## src/rtl/wib_pkg.sv

```systemverilog
package wib_pkg;
  function automatic int idx_w(input int n);
    return (n > 1) ? $clog2(n) : 1;
  endfunction
endpackage

```

## src/rtl/wib_fifo.sv

```systemverilog
module wib_fifo #(
  parameter int DEPTH = 2,
  parameter int W     = 32
) (
  input  logic         clk_i,
  input  logic         rst_ni,
  input  logic         push_i,
  input  logic         pop_i,
  input  logic [W-1:0] din_i,
  output logic         full_o,
  output logic         empty_o,
  output logic [W-1:0] head_o
);
  localparam int PTR_W = wib_pkg::idx_w(DEPTH);
  localparam int CNT_W = $clog2(DEPTH + 1);
  localparam logic [PTR_W-1:0] LAST = PTR_W'(DEPTH - 1);

  logic [W-1:0]     mem_q [DEPTH];
  logic [PTR_W-1:0] rd_q, wr_q;
  logic [CNT_W-1:0] cnt_q;

  assign full_o  = (cnt_q == CNT_W'(DEPTH));
  assign empty_o = (cnt_q == '0);
  assign head_o  = mem_q[rd_q];

  always_ff @(posedge clk_i or negedge rst_ni) begin
    if (!rst_ni) begin
      rd_q  <= '0;
      wr_q  <= '0;
      cnt_q <= '0;
    end else begin
      if (push_i) wr_q <= (wr_q == LAST) ? '0 : wr_q + 1'b1;
      if (pop_i)  rd_q <= (rd_q == LAST) ? '0 : rd_q + 1'b1;
      if (push_i && !pop_i)      cnt_q <= cnt_q + 1'b1;
      else if (pop_i && !push_i) cnt_q <= cnt_q - 1'b1;
    end
  end

  always_ff @(posedge clk_i) begin
    if (push_i) mem_q[wr_q] <= din_i;
  end
endmodule

```

## src/rtl/wib_pick.sv

```systemverilog
module wib_pick #(
  parameter int N     = 4,
  parameter int IDX_W = 2
) (
  input  logic [N-1:0]     req_i,
  output logic             any_o,
  output logic [IDX_W-1:0] idx_o
);
  // downward scan: last assignment (lowest index) wins
  always_comb begin
    idx_o = '0;
    for (int i = N - 1; i >= 0; i--) begin
      if (req_i[i]) idx_o = IDX_W'(i);
    end
  end
  assign any_o = |req_i;
endmodule

```

## src/rtl/warp_issue_buf.sv

```systemverilog
module warp_issue_buf #(
  parameter int NUM_WARPS = 4,
  parameter int DEPTH     = 2,
  parameter int INSTR_W   = 32,
  parameter int RD_W      = 5,
  parameter int WID_W     = wib_pkg::idx_w(NUM_WARPS)
) (
  input  logic                         clk_i,
  input  logic                         rst_ni,
  input  logic                         in_valid_i,
  input  logic [WID_W-1:0]             in_wid_i,
  input  logic [INSTR_W-1:0]           in_instr_i,
  output logic                         in_ready_o,
  output logic [NUM_WARPS-1:0]         query_vld_o,
  output logic [NUM_WARPS*INSTR_W-1:0] query_instr_o,
  input  logic [NUM_WARPS-1:0]         hazard_i,
  output logic                         iss_valid_o,
  input  logic                         iss_ready_i,
  output logic [WID_W-1:0]             iss_wid_o,
  output logic [INSTR_W-1:0]           iss_instr_o,
  output logic                         rsv_valid_o,
  output logic [WID_W-1:0]             rsv_wid_o,
  output logic [RD_W-1:0]              rsv_rd_o
);
  logic [NUM_WARPS-1:0] full_w, empty_w, push_w, pop_w, cand_w;
  logic [INSTR_W-1:0]   head_w [NUM_WARPS];
  logic                 fire;
  logic                 wid_ok;

  assign wid_ok     = (int'(in_wid_i) < NUM_WARPS);
  assign in_ready_o = wid_ok && !full_w[in_wid_i];
  assign fire       = iss_valid_o && iss_ready_i;

  for (genvar w = 0; w < NUM_WARPS; w++) begin : g_warp
    assign push_w[w] = in_valid_i && in_ready_o && (in_wid_i == WID_W'(w));
    assign pop_w[w]  = fire && (iss_wid_o == WID_W'(w));
    assign cand_w[w] = !empty_w[w] && !hazard_i[w];
    assign query_vld_o[w] = !empty_w[w];
    assign query_instr_o[w*INSTR_W +: INSTR_W] = head_w[w];

    wib_fifo #(.DEPTH(DEPTH), .W(INSTR_W)) u_fifo (
      .clk_i  (clk_i),
      .rst_ni (rst_ni),
      .push_i (push_w[w]),
      .pop_i  (pop_w[w]),
      .din_i  (in_instr_i),
      .full_o (full_w[w]),
      .empty_o(empty_w[w]),
      .head_o (head_w[w])
    );
  end

  wib_pick #(.N(NUM_WARPS), .IDX_W(WID_W)) u_pick (
    .req_i(cand_w),
    .any_o(iss_valid_o),
    .idx_o(iss_wid_o)
  );

  assign iss_instr_o = head_w[iss_wid_o];
  assign rsv_valid_o = fire;
  assign rsv_wid_o   = iss_wid_o;
  assign rsv_rd_o    = iss_instr_o[RD_W-1:0];
endmodule

```

## config.mk

```make
export PLATFORM = sky130hd
export DESIGN_NAME = warp_issue_buf
export DESIGN_NICKNAME = d
export VERILOG_FILES = /design/src/rtl/wib_pkg.sv /design/src/rtl/wib_fifo.sv /design/src/rtl/wib_pick.sv /design/src/rtl/warp_issue_buf.sv
export SDC_FILE = /design/constraint.sdc
export NUM_CORES = 1
export LEC_CHECK = 0
export ABC_AREA = 1
export BUFFER_PORTS_ARGS = -buffer_cell sky130_fd_sc_hd__buf_2
export CAP_MARGIN = 0
export CORE_MARGIN = 3
export CORE_UTILIZATION = 55
export DETAILED_ROUTE_END_ITERATION = 7
export PLACE_DENSITY = 0.77
export SKIP_CTS_REPAIR_TIMING = 1
export SLEW_MARGIN = 20
export SYNTH_ARGS = -nofsm -noshare
export SYNTH_HDL_FRONTEND = slang
export SYNTH_SLANG_ARGS = --single-unit
```

## constraint.sdc

```tcl
create_clock -name clk_i -period 3.5 [get_ports clk_i]
set_input_delay 0.175 -clock clk_i [delete_from_list [all_inputs] [get_ports clk_i]]
set_output_delay 0.175 -clock clk_i [all_outputs]
set_load 0.005 [all_outputs]
```

==> impl_summary.txt <==
----------------------------------------------------
[Detailed routing]
  ANT nets after route ... 0
  Number of vias in the routed layout ... about 8500
  DRC marker count from the first detailed-route iteration ... a little over 800
  Initial DRT Pass Iterations ... 5
  Post-DR vias/cell ... ~5.5
  Total wirelength of the detailed-routed design ... between 30000 and 40000 um
  DRC errors left ... 0
  Post-detailed-route wirelength per cell ... 19.7 um

[Timing]
  Setup TNS after final layout ... 0 ns
  Clock Skew ... around 0.011 ns
  Fin crit period ... between 2 and 3 ns
  Setup ws final ... between 0.5 and 0.6 ns
  Count of final hold-check violations ... 1
  Final-report max-slew violation count ... 0
  Final clock period utilization by the worst path ... 0.829
  Setup repair after global routing missed its margin ... no
  Worst hold slack ... -0.00222 ns
  Worst Max-Slew Pin Slew ... a little over 0.9 ns
  Number of setup violations in the final report ... 0
  Upper clock frequency limit ... ~340 MHz
  Worst slew margin relative to its limit ... 0.383

[Power and ir drop]
  Power per unit of standard cell area ... ~810 nW/um2
  Peak supply drop ... about 620 uV
  Lkg Pwr ... ~6.1 nW

[Place]
  Setup slack at placement ... 1.16 ns
  Detailed-placement wirelength estimate ... 18900 um
  Gp weighted congestion ... slightly above 0.8
  Number of instances in the placed design ... 1470
  Port Buf Inserts ... between 200 and 250

[Floorplanning]
  Total die area ... between 20000 and 25000 um2
  Boundary pin count ... around 220
  Standard cell core area ... ~20000 um2
  Placement row count ... 52
  Chip width ... 150 um
  Height of the die ... about 150 um
  Initial Utilization ... 0.562

[Yosys]
  Count of cell types in the netlist ... 27
  Cells taking the most area after synthesis ... sky130_fd_sc_hd__edfxtp_1 67%, sky130_fd_sc_hd__nand2_1 16%, sky130_fd_sc_hd__dfrtp_1 3.5%, sky130_fd_sc_hd__nand3_1 3.2%, sky130_fd_sc_hd__nand3b_1 2.1%
  Synthesized area per cell ... around 11 um2
  FF+latch count, synth ... roughly 270
  Library cell with the largest summed area after synthesis ... sky130_fd_sc_hd__edfxtp_1
  Register area share after synthesis ... 0.709
  Mapped cell area ... about 11000 um2
  Syn_nets ... 1065
  Ys Warns ... 0
  Gate count after technology mapping ... 1019
  Area share of the largest cell type after synthesis ... 0.674

[Layout]
  Number of antenna cells inserted ... 0
  Final cell utilization of the core ... 0.691
  Final instance count without filler cells ... around 1600
  Layout overhead on the synthesized area ... 23.1%
  Fraction of layout instances using a drive strength above 1 ... 0.238
  Final layout net count ... roughly 1300

[Status]
  Violated checks ... negative hold slack
  Run status ... finished, violations left

[CTS]
  Number of H-tree levels ... 1
  Clock network latency to the later pin of the worst-skew pair ... ~0.53 ns
  TritonCTS clock tree ... built
  Total clock buffers created by CTS ... 27
  Reg clk slew, reported paths ... about 0.07 ns
  Root cell of the clock tree ... sky130_fd_sc_hd__clkbuf_16
  Clock sink count ... between 200 and 300
  Clock Path Buffers ... 3

[Global route]
  Pin count of the biggest net entering global routing ... 38
  Wire length of the first global-routing pass ... between 40000 and 50000 um
  Vias in the first global route ... roughly 8000
  Total GRT Usage ... 0.264
  Remaining global-route overflow ... 0
  Antenna violations before repair ... 0

[Critical path]
  Class of the most critical setup path ... flop to output port
  Startpoint type of the worst setup path ... flop
  Largest fanout of any net on the critical path ... 26
  Crit path DAT ... between 2 and 3 ns
  Endpoint kind of the worst setup timing path ... output port
  Required arrival time at the worst endpoint ... 3.32 ns
  Flop-to-flop setup slack ... 1.12 ns

[Min path]
  Path class of the lowest-slack min-delay path ... input pin to flop

[Job]
  Total of max-cap violations ... 0

----------------------------------------------------
cells in the mapped netlist (all sizes together):
cell      n
nand2   502
edfxtp  256
nand3    72
buf      32
nand3b   32
inv      29
nor2     22
clkbuf   21
dfrtp    16
xnor2     8
o21ai     6
a21oi     5
nand4     5
ha        4
o21bai    4
xor2      4
clkinv    1
flip-flops by register name, summed over array words and instances, names as in the netlist:
name	cells
g_warp.u_fifo.mem_q	256
g_warp.u_fifo.wr_q	4
g_warp.u_fifo.rd_q	4
g_warp.u_fifo.cnt_q	8
layer usage:
layer,up-vias,part of all wire,global-route usage
met3,69,0.090,0.0460
met4,0,0.025,0.0750
met2,463,0.51,0.462
li1,3898,-,-
met5,-,0,0
met1,4069,0.38,0.342
logic make-up after synthesis:
kind of cell             count (synthesis)  share of synthesized area
AND/OR/NAND/NOR                        633                      0.235
flip-flops                             272                      0.709
buffers and inverters                   83                     0.0343
AO/OA/AOI/OAI                           15                    0.00779
XOR/XNOR                                12                    0.00922
adder cells (fa/ha/maj)                  4                    0.00439
stage by stage:
step / power, W / cell area [um2]
floorplan: 0.00640 / 11400
global placement: 0.00815 / 12700
detailed placement: 0.00824 / 12700
CTS: 0.0113 / 13700
global route: 0.0119 / 14000
finish: 0.0114 / 14000
power breakdown:
group,internal (W),switching (W)
Clock,0.00192,0.00119
Sequential,0.00388,0.000207
Combinational,0.00144,0.00273
Total,0.00723,0.00413
critical path, cell delays in order (launching register included):
cell                       delay, ns
sky130_fd_sc_hd__dfrtp_1        0.43
sky130_fd_sc_hd__nor2_1         0.16
sky130_fd_sc_hd__nor2_1         0.09
sky130_fd_sc_hd__nor2_4         0.47
sky130_fd_sc_hd__nand2_2        0.29
sky130_fd_sc_hd__buf_4          0.34
sky130_fd_sc_hd__nand3_1        0.14
sky130_fd_sc_hd__nand3b_1       0.11
sky130_fd_sc_hd__buf_2          0.14
path summary, 6_finish.rpt:
| kind | from | to | cells after the start |
|---|---|---|---|
| worst max-delay path | g_warp[0].u_fifo.cnt_q[1] | iss_instr_o[22] | 8 |
| worst min-delay path | iss_ready_i | g_warp[0].u_fifo.rd_q | 4 |
| worst max register to register | g_warp[2].u_fifo.cnt_q[1] | g_warp[2].u_fifo.cnt_q[1] | 8 |
| worst min register to register | g_warp[2].u_fifo.wr_q | g_warp[2].u_fifo.wr_q | 2 |
| max in group asynchronous | rst_ni | g_warp[2].u_fifo.rd_q | 2 |
| min in group asynchronous | rst_ni | g_warp[3].u_fifo.rd_q | 2 |
layout make-up:
class	instances	area, um2
clock buffer	32	724
clock inverter	18	241
fill	1424	6270
inverter	30	113
multi-input combinational	664	2970
sequential	272	8090
tap	270	338
timing repair buffer	267	1560
layout by cell type (no fill, tap or decap), types with 6 or more instances in the layout:
cell type                       netlist  final
sky130_fd_sc_hd__nand2_1            497    497
sky130_fd_sc_hd__bufinv_16            0      6
sky130_fd_sc_hd__clkbuf_16            0     27
sky130_fd_sc_hd__nand3_1             72     72
sky130_fd_sc_hd__dfrtp_1             16     12
sky130_fd_sc_hd__nand3b_1            32     32
sky130_fd_sc_hd__buf_4               10     16
sky130_fd_sc_hd__edfxtp_1           256    256
sky130_fd_sc_hd__inv_1               29     27
sky130_fd_sc_hd__dlygate4sd3_1        0     33
sky130_fd_sc_hd__buf_2               16    217
sky130_fd_sc_hd__xnor2_1              8      8
sky130_fd_sc_hd__nor2_4               5     11
sky130_fd_sc_hd__nor2_1              13      7
No activity file was read; power rests on OpenSTA's default activity.
